<file path="config.mk">
export PLATFORM = sky130hd
export DESIGN_NAME = alu16q
export DESIGN_NICKNAME = d
export VERILOG_FILES = /design/src/rtl/alu16q_pkg.sv /design/src/rtl/alu16q_arith.sv /design/src/rtl/alu16q_logic.sv /design/src/rtl/alu16q_shift.sv /design/src/rtl/alu16q.sv
export SDC_FILE = /design/constraint.sdc
export NUM_CORES = 1
export LEC_CHECK = 0
export BUFFER_PORTS_ARGS = -buffer_cell sky130_fd_sc_hd__buf_2
export CAP_MARGIN = 20
export CORE_ASPECT_RATIO = 1.1
export CORE_MARGIN = 4
export CORE_UTILIZATION = 55
export CTS_CLUSTER_DIAMETER = 200
export CTS_CLUSTER_SIZE = 14
export DETAILED_ROUTE_END_ITERATION = 12
export PLACE_DENSITY = 0.8
export SETUP_SLACK_MARGIN = 0.15
export SLEW_MARGIN = 20
export SYNTH_ARGS = -nofsm -noshare
export SYNTH_HDL_FRONTEND = slang
export SYNTH_SLANG_ARGS = --single-unit
</file>
<file path="constraint.sdc">
create_clock -name clk -period 19.1 [get_ports clk]
set_input_delay 1.91 -clock clk [delete_from_list [all_inputs] [get_ports clk]]
set_output_delay 1.91 -clock clk [all_outputs]
set_load 0.01 [all_outputs]
</file>
<file path="src/rtl/alu16q_pkg.sv">
package alu16q_pkg;
   localparam int FLAG_W = 7;
   localparam int FB_C   = 0;
   localparam int FB_QC  = 1;
   localparam int FB_HC  = 2;
   localparam int FB_TC  = 3;
   localparam int FB_Z   = 4;
   localparam int FB_N   = 5;
   localparam int FB_O   = 6;

   typedef enum logic [3:0] {
      OP_ADD  = 4'd0,
      OP_INC  = 4'd1,
      OP_SUB  = 4'd2,
      OP_DEC  = 4'd3,
      OP_AND  = 4'd4,
      OP_OR   = 4'd5,
      OP_XOR  = 4'd6,
      OP_NOT  = 4'd7,
      OP_SHL  = 4'd8,
      OP_SHR  = 4'd9,
      OP_ROL  = 4'd10,
      OP_ROR  = 4'd11,
      OP_SWAP = 4'd12
   } op_e;

   localparam logic [FLAG_W-1:0] MASK_ARITH = 7'b111_1111;
   localparam logic [FLAG_W-1:0] MASK_LOGIC = 7'b001_0000;
   localparam logic [FLAG_W-1:0] MASK_SHIFT = 7'b001_0001;
   localparam logic [FLAG_W-1:0] MASK_NONE  = 7'b000_0000;
endpackage

</file>
<file path="src/rtl/alu16q_arith.sv">
module alu16q_arith #(
   parameter int W = 16
) (
   input  logic [W-1:0] a_i,
   input  logic [W-1:0] b_i,
   input  logic         sub_i,
   output logic [W-1:0] sum_o,
   output logic         carry_o,
   output logic [2:0]   qcar_o,
   output logic         ovf_o
);
   localparam int Q = W / 4;

   logic [W-1:0] b_eff;
   logic [4:0]   cy;

   assign b_eff = sub_i ? ~b_i : b_i;
   assign cy[0] = sub_i;

   for (genvar k = 0; k < 4; k++) begin : g_quarter
      logic [Q:0] part;
      assign part = {1'b0, a_i[k*Q +: Q]} + {1'b0, b_eff[k*Q +: Q]}
                  + {{Q{1'b0}}, cy[k]};
      assign sum_o[k*Q +: Q] = part[Q-1:0];
      assign cy[k+1]         = part[Q];
   end

   // borrow is the inverse of the raw carry when subtracting
   assign carry_o = cy[4] ^ sub_i;
   assign qcar_o  = cy[3:1] ^ {3{sub_i}};
   assign ovf_o   = (a_i[W-1] == b_eff[W-1]) && (sum_o[W-1] != a_i[W-1]);
endmodule

</file>
<file path="src/rtl/alu16q_logic.sv">
module alu16q_logic #(
   parameter int W = 16
) (
   input  logic [W-1:0] a_i,
   input  logic [W-1:0] b_i,
   input  logic [1:0]   sel_i,
   output logic [W-1:0] res_o
);
   always_comb begin
      unique case (sel_i)
         2'd0:    res_o = a_i & b_i;
         2'd1:    res_o = a_i | b_i;
         2'd2:    res_o = a_i ^ b_i;
         default: res_o = ~a_i;
      endcase
   end
endmodule

</file>
<file path="src/rtl/alu16q_shift.sv">
module alu16q_shift #(
   parameter int W = 16
) (
   input  logic [W-1:0] a_i,
   input  logic         cin_i,
   input  logic [2:0]   sel_i,
   output logic [W-1:0] res_o,
   output logic         cout_o
);
   localparam int H = W / 2;

   always_comb begin
      cout_o = cin_i;
      unique case (sel_i)
         3'd0: begin
            res_o  = {a_i[W-2:0], cin_i};
            cout_o = a_i[W-1];
         end
         3'd1: begin
            res_o  = {cin_i, a_i[W-1:1]};
            cout_o = a_i[0];
         end
         3'd2:    res_o = {a_i[W-2:0], a_i[W-1]};
         3'd3:    res_o = {a_i[0], a_i[W-1:1]};
         default: res_o = {a_i[H-1:0], a_i[W-1:H]};
      endcase
   end
endmodule

</file>
<file path="src/rtl/alu16q.sv">
module alu16q
   import alu16q_pkg::*;
#(
   parameter int W = 16
) (
   input  logic              clk,
   input  logic              rst_n,
   input  logic              exec_i,
   input  logic [3:0]        op_i,
   input  logic [W-1:0]      a_i,
   input  logic [W-1:0]      b_i,
   input  logic [FLAG_W-1:0] flags_i,
   output logic [W-1:0]      result_o,
   output logic [FLAG_W-1:0] flags_o
);
   if ((W % 8) != 0 || W < 8) begin : g_bad_width
      $error("alu16q: W must be a multiple of 8 and at least 8");
   end

   localparam logic [W-1:0] ONE = W'(1);

   logic [W-1:0] b_arith, sum, logic_res, shift_res;
   logic         is_sub, carry, ovf, shift_c;
   logic [2:0]   qcar;
   logic [W-1:0] res_d;
   logic [FLAG_W-1:0] calc, mask, flags_d;

   assign is_sub  = (op_i == OP_SUB) || (op_i == OP_DEC);
   assign b_arith = (op_i == OP_INC || op_i == OP_DEC) ? ONE : b_i;

   alu16q_arith #(.W(W)) arith_i (
      .a_i(a_i), .b_i(b_arith), .sub_i(is_sub),
      .sum_o(sum), .carry_o(carry), .qcar_o(qcar), .ovf_o(ovf)
   );

   alu16q_logic #(.W(W)) logic_i (
      .a_i(a_i), .b_i(b_i), .sel_i(op_i[1:0]), .res_o(logic_res)
   );

   alu16q_shift #(.W(W)) shift_i (
      .a_i(a_i), .cin_i(flags_i[FB_C]), .sel_i(op_i[2:0]),
      .res_o(shift_res), .cout_o(shift_c)
   );

   always_comb begin
      calc = '0;
      if (op_i[3:2] == 2'b00) begin
         res_d = sum;
         mask  = MASK_ARITH;
      end else if (op_i[3:2] == 2'b01) begin
         res_d = logic_res;
         mask  = MASK_LOGIC;
      end else if (op_i <= 4'(OP_SWAP)) begin
         res_d = shift_res;
         mask  = (op_i[3:1] == 3'b100) ? MASK_SHIFT : MASK_NONE;
      end else begin
         res_d = a_i;
         mask  = MASK_NONE;
      end
      calc[FB_C]  = (op_i[3:2] == 2'b00) ? carry : shift_c;
      calc[FB_QC] = qcar[0];
      calc[FB_HC] = qcar[1];
      calc[FB_TC] = qcar[2];
      calc[FB_Z]  = (res_d == '0);
      calc[FB_N]  = res_d[W-1];
      calc[FB_O]  = ovf;
      flags_d     = (flags_i & ~mask) | (calc & mask);
   end

   always_ff @(posedge clk) begin
      if (!rst_n) begin
         result_o <= '0;
         flags_o  <= '0;
      end else if (exec_i) begin
         result_o <= res_d;
         flags_o  <= flags_d;
      end
   end
endmodule

</file>
==> results of run 1 <==
-- power by group --
group	total [mW]	switching (mW)	internal (mW)
Clock	0.0295	0.0146	0.0149
Sequential	0.0541	0.00197	0.0521
Combinational	0.0976	0.0571	0.0405
-- kinds of logic (layout without fill, tap and decap cells) --
family	after synthesis	count (layout)	share of synthesized area, %
muxes	41	41	13.49
xor gates and xnor gates	24	24	6.013
adders and majority gates	51	51	19.76
buffers and inverters	77	121	8.697
and+or+nand+nor	122	122	15.82
DFF	23	23	13.17
AOI/OAI and AO/OA	116	116	23.05
-- worst max-delay path: cells and delay by family --
kind	cells	cell delay, ns
AO/OA/AOI/OAI	7	1.06
AND/OR/NAND/NOR	10	2.06
adder cells (fa/ha/maj)	7	2.63
buffers and inverters	3	0.67
XOR/XNOR	1	0.28
-- per-stage QoR --
stage                     hold WS (ns)  instances
after global placement          0.4568        574
after CTS                       0.4702        578
after floorplan                 0.4900        454
after global routing            0.5101        578
final                           0.4711        578
after detailed placement        0.4585        574
-- state kept, by name, indices dropped and copies added (netlist names) --
signal,flops
flags_o,7
result_o,16
-- cell usage after synthesis (all sizes together), types with 8 or more instances --
library cell,number
clkbuf,18
o21ai,25
o22ai,8
dfxtp,23
a21oi,17
mux2,9
a211oi,12
mux2i,28
ha,44
nor2,35
xnor2,19
nand2,53
inv,45
buf,13
-- worst max-delay path by stage --
stage	startpoint	end	slack, ns
finish	op_i[2]	flags_o[4]$_SDFFE_PN0P_	10.65
global route	op_i[2]	flags_o[4]$_SDFFE_PN0P_	10.19
CTS	op_i[2]	flags_o[4]$_SDFFE_PN0P_	10.73
detailed placement	op_i[2]	flags_o[4]$_SDFFE_PN0P_	10.45
global placement	op_i[2]	flags_o[4]$_SDFFE_PN0P_	10.67
floorplan	op_i[2]	flags_o[4]$_SDFFE_PN0P_	11.26
-- routing by layer --
layer / global-route usage, % / vias up / share of wire (%)
li1: - / 1705 / -
met1: 33.31 / 1662 / 41
met2: 43.63 / 171 / 48
met3: 3.145 / 38 / 7.6
met4: 11.93 / 0 / 3.7
met5: 0 / - / 0
-- layout make-up --
cell class,instances,area (µm²)
inverter,46,172.7
sequential,23,460.4
clock buffer,4,45.04
timing repair buffer,71,362.8
tap,80,100.1
multi-input combinational,354,2731
fill,572,2283
-- layout by cell type (no fill, tap or decap), types with 2 or more instances in the layout --
cell type,instances
a311oi_1,6
a211oi_1,12
nor2b_1,5
a31oi_1,7
mux4_2,4
xnor2_1,19
o21ai_0,25
o22ai_1,8
a221o_1,4
o311ai_0,4
mux2i_1,28
nor4_1,2
o211ai_1,4
nand3_1,2
xor2_1,5
buf_4,3
fa_1,7
dfxtp_1,23
a21oi_1,17
o31ai_1,2
nor2_1,35
a32o_1,3
a221oi_1,4
nand2b_1,6
o2111ai_1,2
ha_1,44
nand2_1,53
a21o_1,4
nor3_1,4
clkbuf_8,3
o221ai_1,6
mux2_2,9
and2_1,3
inv_1,45
nand4_1,3
buf_2,68
nand3b_1,2
==> out/qor.csv, run 1 <==
metric;value;unit
status;completed;
syn2layout_area_growth;10.77;%
syn-num-nets;551;
end_kind;flop;
cts_tree;built;
max-cap-violations;0;
synth_seq_cells;23;
grt_start_max_net_pins;49;
cts_buffers;3;
final_cell_area;0.003872;mm²
top_level_ports;69;
p_per_area;46.78;mW/mm²
dpl.hpwl;7.880;mm
r2r_cells;2;
hold_viol_final;0;
io_buffer_count;68;
fp.dieW;84.02;µm
total_power;181.2;µW
max_freq;118.3;MHz
via_per_inst;6.187;
avgSynthCellArea;7.700;µm²
grt_usage;26.04;%
vdd_drop_max;0.00005577;V
reg2reg_to;result_o[5]$_SDFFE_PN0P_;
dpl_worst_slack;10.45;ns
yosysUniqueCellTypes;55;
crit_top_cell;fa_1;
hp-start;result_o[1]$_SDFFE_PN0P_;
period_share;44.25;%
drt_wl_total;10.16;mm
final_util;62.91;%
grt_overflow_total;0;
fin_nets;596;
routabilityCongestion;1.020;
drtIter0Drc;283;
initial_utilization;56.79;%
synth_seq_area_share;13.17;%
synth_area_leaders;ha_1, dfxtp_1, mux2i_1;
grt_pass1_wl;16.56;mm
reg2reg_slack;18.29;ns
cts_root_buffer;clkbuf_8;
criticalPathCategory;in -> reg;
synth_largest_area_cell;ha_1;
cts.path.max_buffers;2;
drv_slew;0;
cp_slowest_cell;buf_2;
worstSkewPairLatency;0.26;ns
cts_resized;0;
synthArstFlopShare;0;%
p_leak;1.885;nW
synth_top_flop_cell;dfxtp_1;
dpl_cell_area;0.003827;mm²
wl_per_cell;17.58;µm
arrival;8.64;ns
final.setup_skew;0;ns
hp-class;reg -> reg;
syn_area;0.003496;mm²
hold_buffers;0;
htreeDepth;1;
rsz0062_at_grt;no;
setup.worst_path.start_class;primary input;
synthCells;454;
first_pass_iters;5;
relSlewSlack;23.77;%
die_area;0.007697;mm²
worst_slew_pin_slew;1.139;ns
setup_viol;0;
whs_endpoint;result_o[1]$_SDFFE_PN0P_;
finalWorstSetupSlack;10.65;ns
hold_depth;2;
crit_fanout;40;
diodes;0;
synth_edf_count;0;
drive_gt1_share;18.27;%
ys_warn_count;0;
grt_pass1_vias;3349;
r2r_start;result_o[5]$_SDFFE_PN0P_;
fin_crit;8.451;ns
num_rows;30;
finalSetupTns;0;ns
num_vias;3576;
synth_top_area_share;15.75;%
postCtsSetupBuffers;0;
path_clk_slew;0.08;ns
numClockSinks;23;
drc;0;
core-area;0.006156;mm²
fp.dieH;91.62;µm
antenna_found_initial;0;
slowest_delay;0.54;ns
antenna_left;0;
required;19.29;ns
No activity file was read; power rests on OpenSTA's default activity.
==> inputs of run 2 (changes only) <==
ABC_AREA = 1   (was unset)
CORE_UTILIZATION = 52   (was 55)
PLACE_DENSITY = 0.78   (was 0.8)
clock period = 7.6 ns   (was 19.1 ns; I/O delays follow)
==> run 2 against run 1 <==
  * Non-clock buffer count down 2
  * Die area up 12%
  * Worst hold slack better by 0.0070 ns
  * Area after synthesis increased by 6.8%
  * Core utilization is 5.0 points lower
  * Sequential share of layout area decreased by 0.55 points
  * Final cell count rose by 31%
  * Flip-flop and latch count unchanged
  * Clock power increased to 2.5 times the previous value
  * Wire length grew 13%
  * Synthesized cell count increased by 38%
  * Highest routed layer unchanged
==> out/qor.csv, run 2 <==
metric;value;unit;change
rsz0062_at_grt;no;;unchanged
num_vias;4176;;was 3576
dpl_cell_area;0.004013;mm²;was 0.003827 mm²
wl_per_cell;15.26;µm;was 17.58 µm
ys_warn_count;0;;unchanged
synth_area_leaders;nand2_1, ha_1, dfxtp_1;;was ha_1, dfxtp_1, mux2i_1
dpl.hpwl;9.056;mm;was 7.880 mm
drc;0;;unchanged
diodes;0;;unchanged
grt_usage;26.68;%;was 26.04%
power_frac_comb;53.7;%;was 53.9%
setup.worst_path.start_class;primary input;;unchanged
r2r_cells;4;;was 2
first_pass_iters;6;;was 5
drv_slew;0;;unchanged
cp_slowest_cell;nand2_1;;was buf_2
drtIter0Drc;340;;was 283
synth_largest_area_cell;nand2_1;;was ha_1
most-common-layout-cells;nand2_1, inv_1, buf_2;;was buf_2, nand2_1, inv_1
antenna_found_initial;0;;unchanged
slowest_delay;0.48;ns;was 0.54 ns
criticalPathCategory;in -> reg;;unchanged
avgSynthCellArea;5.972;µm²;was 7.700 µm²
worst_slew_pin_slew;0.7024;ns;was 1.139 ns
num_rows;32;;was 30
yosysUniqueCellTypes;35;;was 55
pwr-share-clk;16.5;%;was 16.3%
synth_common_cells;nand2_1, inv_1, nand3_1;;was nand2_1, inv_1, ha_1
max_freq;154.8;MHz;
core-area;0.007007;mm²;was 0.006156 mm²
p_int;253.3;µW;was 107.5 µW
end_kind;flop;;unchanged
synth_edf_count;0;;unchanged
hold_depth;2;;unchanged
cp_top_family;adder cells;;unchanged
grt_overflow_total;0;;unchanged
initial_utilization;53.27;%;was 56.79%
crit_fanout;25;;was 40
htreeDepth;1;;unchanged
vdd_drop_max;0.0001764;V;was 0.00005577 V
final.setup_skew;0;ns;unchanged
routabilityCongestion;1.035;;was 1.020
yosysMostFrequentCell;nand2_1;;unchanged
synthCells;625;;was 454
crit_top_cell;fa_1;;unchanged
fin_nets;768;;was 596
synth_seq_cells;23;;unchanged
numClockSinks;23;;unchanged
syn2layout_area_growth;8.749;%;was 10.77%
cts_buffers;3;;unchanged
syn_area;0.003732;mm²;was 0.003496 mm²
max-cap-violations;0;;unchanged
status;completed;;unchanged
synth_top_flop_cell;dfxtp_1;;unchanged
required;7.76;ns;was 19.29 ns
hold_viol_final;0;;unchanged
syn-num-nets;722;;was 551
p_switching;200.6;µW;was 73.65 µW
finalWorstSetupSlack;1.140;ns;was 10.65 ns
switching_share;44.19;%;was 40.66%
io_buffer_count;68;;unchanged
finalSetupTns;0;ns;unchanged
synth_seq_area_share;12.34;%;was 13.17%
p_leak;2.339;nW;was 1.885 nW
drt_wl_total;11.53;mm;was 10.16 mm
via_per_inst;5.531;;was 6.187
fp.dieH;96.86;µm;was 91.62 µm
layout_commonest_cell;nand2_1;;was buf_2
largest-register;result_o;;unchanged
final_cell_area;0.004059;mm²;was 0.003872 mm²
dpl_worst_slack;0.9173;ns;was 10.45 ns
p_per_area;111.8;mW/mm²;was 46.78 mW/mm²
cts_tree;built;;unchanged
top_level_ports;69;;unchanged
antenna_left;0;;unchanged
cts.path.max_buffers;2;;unchanged
grt_pass1_vias;3920;;was 3349
worstSkewPairLatency;0.26;ns;about the same
setup_viol;0;;unchanged
reg_top3;result_o: 16 flops, flags_o: 7 flops;;unchanged
postCtsSetupBuffers;0;;unchanged
crit_cells;29;;was 28
synthArstFlopShare;0;%;unchanged
largest_reg_flops;16;;unchanged
path_clk_slew;0.08;ns;about the same
reg2reg_slack;6.90;ns;was 18.29 ns
hp-class;reg -> reg;;unchanged
drive_gt1_share;14.93;%;was 18.27%
grt_pass1_wl;18.64;mm;was 16.56 mm
fp.dieW;88.78;µm;was 84.02 µm
cts_root_buffer;clkbuf_8;;unchanged
synth_top_area_share;16.09;%;was 15.75%
fin_crit;6.460;ns;
die_area;0.008598;mm²;was 0.007697 mm²
hold_buffers;0;;unchanged
arrival;6.61;ns;was 8.64 ns
relSlewSlack;53.06;%;was 23.77%
grt_start_max_net_pins;38;;was 49
crit_buf_inv;5;;was 3
period_share;85.00;%;
power_frac_seq;29.8;%;was 29.9%
cts_resized;0;;unchanged
-- run 2: cell count changes after synthesis, moves of 16 or more --
cell     previous run  this run
nand2_1            53       160
nand3_1             2        60
inv_1              45        95
mux2i_1            28         0
a21oi_1            17        41
xnor2_1            19         0
o21ai_0            25        42
nor2_1             35        51
-- run 2: metrics by stage --
stage	total power [mW]	hold slack [ns]	utilization, %	instances
3_5_place_dp	0.3786	0.4637	57.27	751
5_1_grt	0.4934	0.5132	57.93	755
2_1_floorplan	0.3054	0.4900	-	625
3_3_place_gp	0.3728	0.4544	57.27	751
6_report	0.4539	0.4781	57.93	755
4_1_cts	0.4529	0.4755	57.93	755
-- run 2: routing by layer --
metal	share of wire [%]	routed length [µm]	track usage (%)	up-vias
met5	0	0	0	-
met4	4.2	486	12.79	0
met3	8.3	957	2.981	39
met1	41	4778	35.34	1870
met2	46	5302	42.23	188
li1	-	-	-	2079
-- run 2: worst paths after layout --
| path | start | endpoint |
|---|---|---|
| min | flags_o[0]$_SDFFE_PN0P_ | flags_o[0]$_SDFFE_PN0P_ |
| max reg2reg | result_o[12]$_SDFFE_PN0P_ | result_o[12]$_SDFFE_PN0P_ |
| min reg2reg | flags_o[0]$_SDFFE_PN0P_ | flags_o[0]$_SDFFE_PN0P_ |
| max | op_i[2] | flags_o[4]$_SDFFE_PN0P_ |
-- run 2: final cells by class --
cell class	count	area [µm²]
well taps	85	106.4
multi-input cells	473	2719
clock buffers	3	41.29
flip-flops and latches	23	460.4
inverters	101	379.1
repair buffers	69	347.8
clock inverters	1	5.005
fillers	711	2948
-- run 2: power groups by stage --
stage / registers [mW] / logic [mW] / clock network, mW
after floorplan: 0.143 / 0.162 / 0
after global placement: 0.138 / 0.235 / 0
after detailed placement: 0.138 / 0.241 / 0
after global routing: 0.137 / 0.277 / 0.0797
final: 0.135 / 0.244 / 0.0750
after CTS: 0.135 / 0.242 / 0.0760
-- run 2: worst register-to-register path, delay by kind of cell (launching register included) --
family / cells / cell delay, ns
flops: 1 / 0.31
simple gates: 2 / 0.16
buf+inv: 1 / 0.05
compound gates: 1 / 0.07
-- run 2: cells by family (layout without fill, tap and decap cells) --
group / Yosys count / after routing / share of synthesized area [%]
fa+ha+maj: 51 / 51 / 18.50
simple gates: 297 / 297 / 34.43
flops: 23 / 23 / 12.34
xor+xnor: 17 / 17 / 3.989
compound gates: 108 / 108 / 15.92
buf+inv: 129 / 174 / 14.82
==> inputs of run 3 (changes only) <==
clock period = 5.52 ns   (was 7.6 ns; I/O delays follow)
==> run 3 against run 2 <==
  * Critical path depth fell by 2
  * Final cell count up 1.6%
  * Register-to-register slack worse by 2.1 ns
==> out/qor.csv, run 3 (synthesis gave the netlist of run 2 again) <==
metric;value;unit;change
fp.dieH;96.86;µm;unchanged
fin_crit;5.033;ns;
r2r_cells;4;;unchanged
crit_cells;27;;was 29
hold_slack;0.4652;ns;was 0.4781 ns
top_level_ports;69;;unchanged
final.setup_skew;0;ns;unchanged
drt_wl_total;11.54;mm;was 11.53 mm
dpl.hpwl;8.994;mm;was 9.056 mm
regArea;460.4;µm²;unchanged
vdd_drop_max;0.0001674;V;was 0.0001764 V
grt_pass1_wl;18.70;mm;was 18.64 mm
cp_slowest_cell;fa_1;;was nand2_1
setup_viol;0;;unchanged
die_area;0.008598;mm²;unchanged
numClockSinks;23;;unchanged
cts_root_buffer;clkbuf_8;;unchanged
largest_reg_flops;16;;unchanged
most-common-layout-cells;nand2_1, inv_1, buf_2;;unchanged
num_rows;32;;unchanged
setup.worst_path.start_class;primary input;;unchanged
num_vias;4249;;was 4176
hp-class;reg -> reg;;unchanged
max_freq;198.7;MHz;
finalSetupTns;0;ns;unchanged
crit_buf_inv;5;;unchanged
fill_cells;682;;was 711
grt_pass1_vias;3928;;was 3920
max-cap-violations;0;;unchanged
endpoint;flags_o[0]$_SDFFE_PN0P_;;was flags_o[4]$_SDFFE_PN0P_
p_per_area;153.4;mW/mm²;was 111.8 mW/mm²
final_util;59.75;%;was 57.93%
drv_slew;0;;unchanged
drtIter0Drc;293;;was 340
place_inst;762;;was 751
cts_buffers;3;;unchanged
reg2reg_slack;4.78;ns;was 6.90 ns
fin_nets;780;;was 768
wl_per_cell;15.05;µm;was 15.26 µm
worstSkewPairLatency;0.26;ns;about the same
reg_top3;result_o: 16 flops, flags_o: 7 flops;;unchanged
required;5.72;ns;was 7.76 ns
via_per_inst;5.540;;was 5.531
io_buffer_count;68;;unchanged
dpl_cell_area;0.004098;mm²;was 0.004013 mm²
relSlewSlack;48.55;%;was 53.06%
cp_top_family;adder cells;;unchanged
period_share;91.18;%;
hold_viol_final;0;;unchanged
criticalPathCategory;in -> reg;;unchanged
grt_overflow_total;0;;unchanged
arrival;5.23;ns;was 6.61 ns
slowest_delay;0.43;ns;was 0.48 ns
p_leak;2.412;nW;was 2.339 nW
syn2layout_area_growth;12.17;%;was 8.749%
status;completed;;unchanged
largest-register;result_o;;unchanged
cts_tree;built;;unchanged
first_pass_iters;5;;was 6
crit_fanout;5;;was 25
multi_input_area;0.002756;mm²;was 0.002719 mm²
htreeDepth;1;;unchanged
fp.dieW;88.78;µm;unchanged
path_clk_slew;0.08;ns;about the same
antenna_found_initial;0;;unchanged
core-area;0.007007;mm²;unchanged
worst_slew_pin_slew;0.7689;ns;was 0.7024 ns
diodes;0;;unchanged
reg2reg_to;result_o[2]$_SDFFE_PN0P_;;was result_o[12]$_SDFFE_PN0P_
rsz0062_at_grt;no;;unchanged
grt_start_max_net_pins;38;;unchanged
hold_buffers;0;;unchanged
drc;0;;unchanged
antenna_left;0;;unchanged
drive_gt1_share;17.60;%;was 14.93%
critPathLaunch;op_i[2];;unchanged
layout_commonest_cell;nand2_1;;unchanged
routabilityCongestion;1.007;;was 1.035
final_cell_area;0.004187;mm²;was 0.004059 mm²
final_cells;767;;was 755
grt_usage;26.76;%;was 26.68%
cts.path.max_buffers;2;;unchanged
initial_utilization;53.27;%;unchanged
end_kind;flop;;unchanged
r2r_start;result_o[2]$_SDFFE_PN0P_;;was result_o[12]$_SDFFE_PN0P_
## run 3: metal layers
| metal | up-vias | share of wire [%] | global-route usage (%) |
|---|---|---|---|
| met4 | 0 | 4.7 | 11.63 |
| met1 | 1910 | 42 | 35.94 |
| li1 | 2093 | - | - |
| met3 | 43 | 7.9 | 2.129 |
| met5 | - | 0 | 0 |
| met2 | 203 | 45 | 42.97 |
## run 3: tightest hold or removal path: cells and delay by family, from the launching register on
kind	cells	cell delay, ns
compound gates	1	0.05
simple gates	1	0.06
flops	1	0.31
## run 3: metrics by stage
step                      power [mW]  setup WS (ns)
after floorplan               0.4211         0.2069
after global placement        0.5230         0.1930
after detailed placement      0.5320       -0.05469
after CTS                     0.6357         0.2256
after global routing          0.6952         0.1840
final                         0.6424         0.4868
## run 3: cell type report
cell class | count | share of cell area, %
sequential | 23 | 11.00
timing repair buffer | 81 | 10.46
clock buffer | 3 | 0.9863
multi-input combinational | 473 | 65.84
inverter | 101 | 9.056
tap | 85 | 2.540
clock inverter | 1 | 0.1195
## run 3: timing repair
item	4_1_cts	5_1_grt
setup endpoints to repair	0	4
resized for setup	0	9
setup buffers	0	1
## run 3: worst min path at each step
stage | depth (start not counted) | slack, ns | end | startpoint
after CTS | 2 | 0.47 | flags_o[0]$_SDFFE_PN0P_ | flags_o[0]$_SDFFE_PN0P_
after global placement | 2 | 0.45 | flags_o[5]$_SDFFE_PN0P_ | flags_o[5]$_SDFFE_PN0P_
after global routing | 2 | 0.48 | flags_o[5]$_SDFFE_PN0P_ | flags_o[5]$_SDFFE_PN0P_
after detailed placement | 2 | 0.45 | flags_o[0]$_SDFFE_PN0P_ | flags_o[0]$_SDFFE_PN0P_
after floorplan | 2 | 0.49 | flags_o[0]$_SDFFE_PN0P_ | flags_o[0]$_SDFFE_PN0P_
final | 2 | 0.47 | flags_o[0]$_SDFFE_PN0P_ | flags_o[0]$_SDFFE_PN0P_
## run 3: power by group
part | internal, mW | leakage (nW) | total [mW] | switching [mW]
Sequential | 0.180 | 0.191 | 0.186 | 0.00644
Combinational | 0.130 | 2.20 | 0.353 | 0.223
Clock | 0.0504 | 0.0255 | 0.103 | 0.0526
Total | 0.360 | 2.41 | 0.642 | 0.282
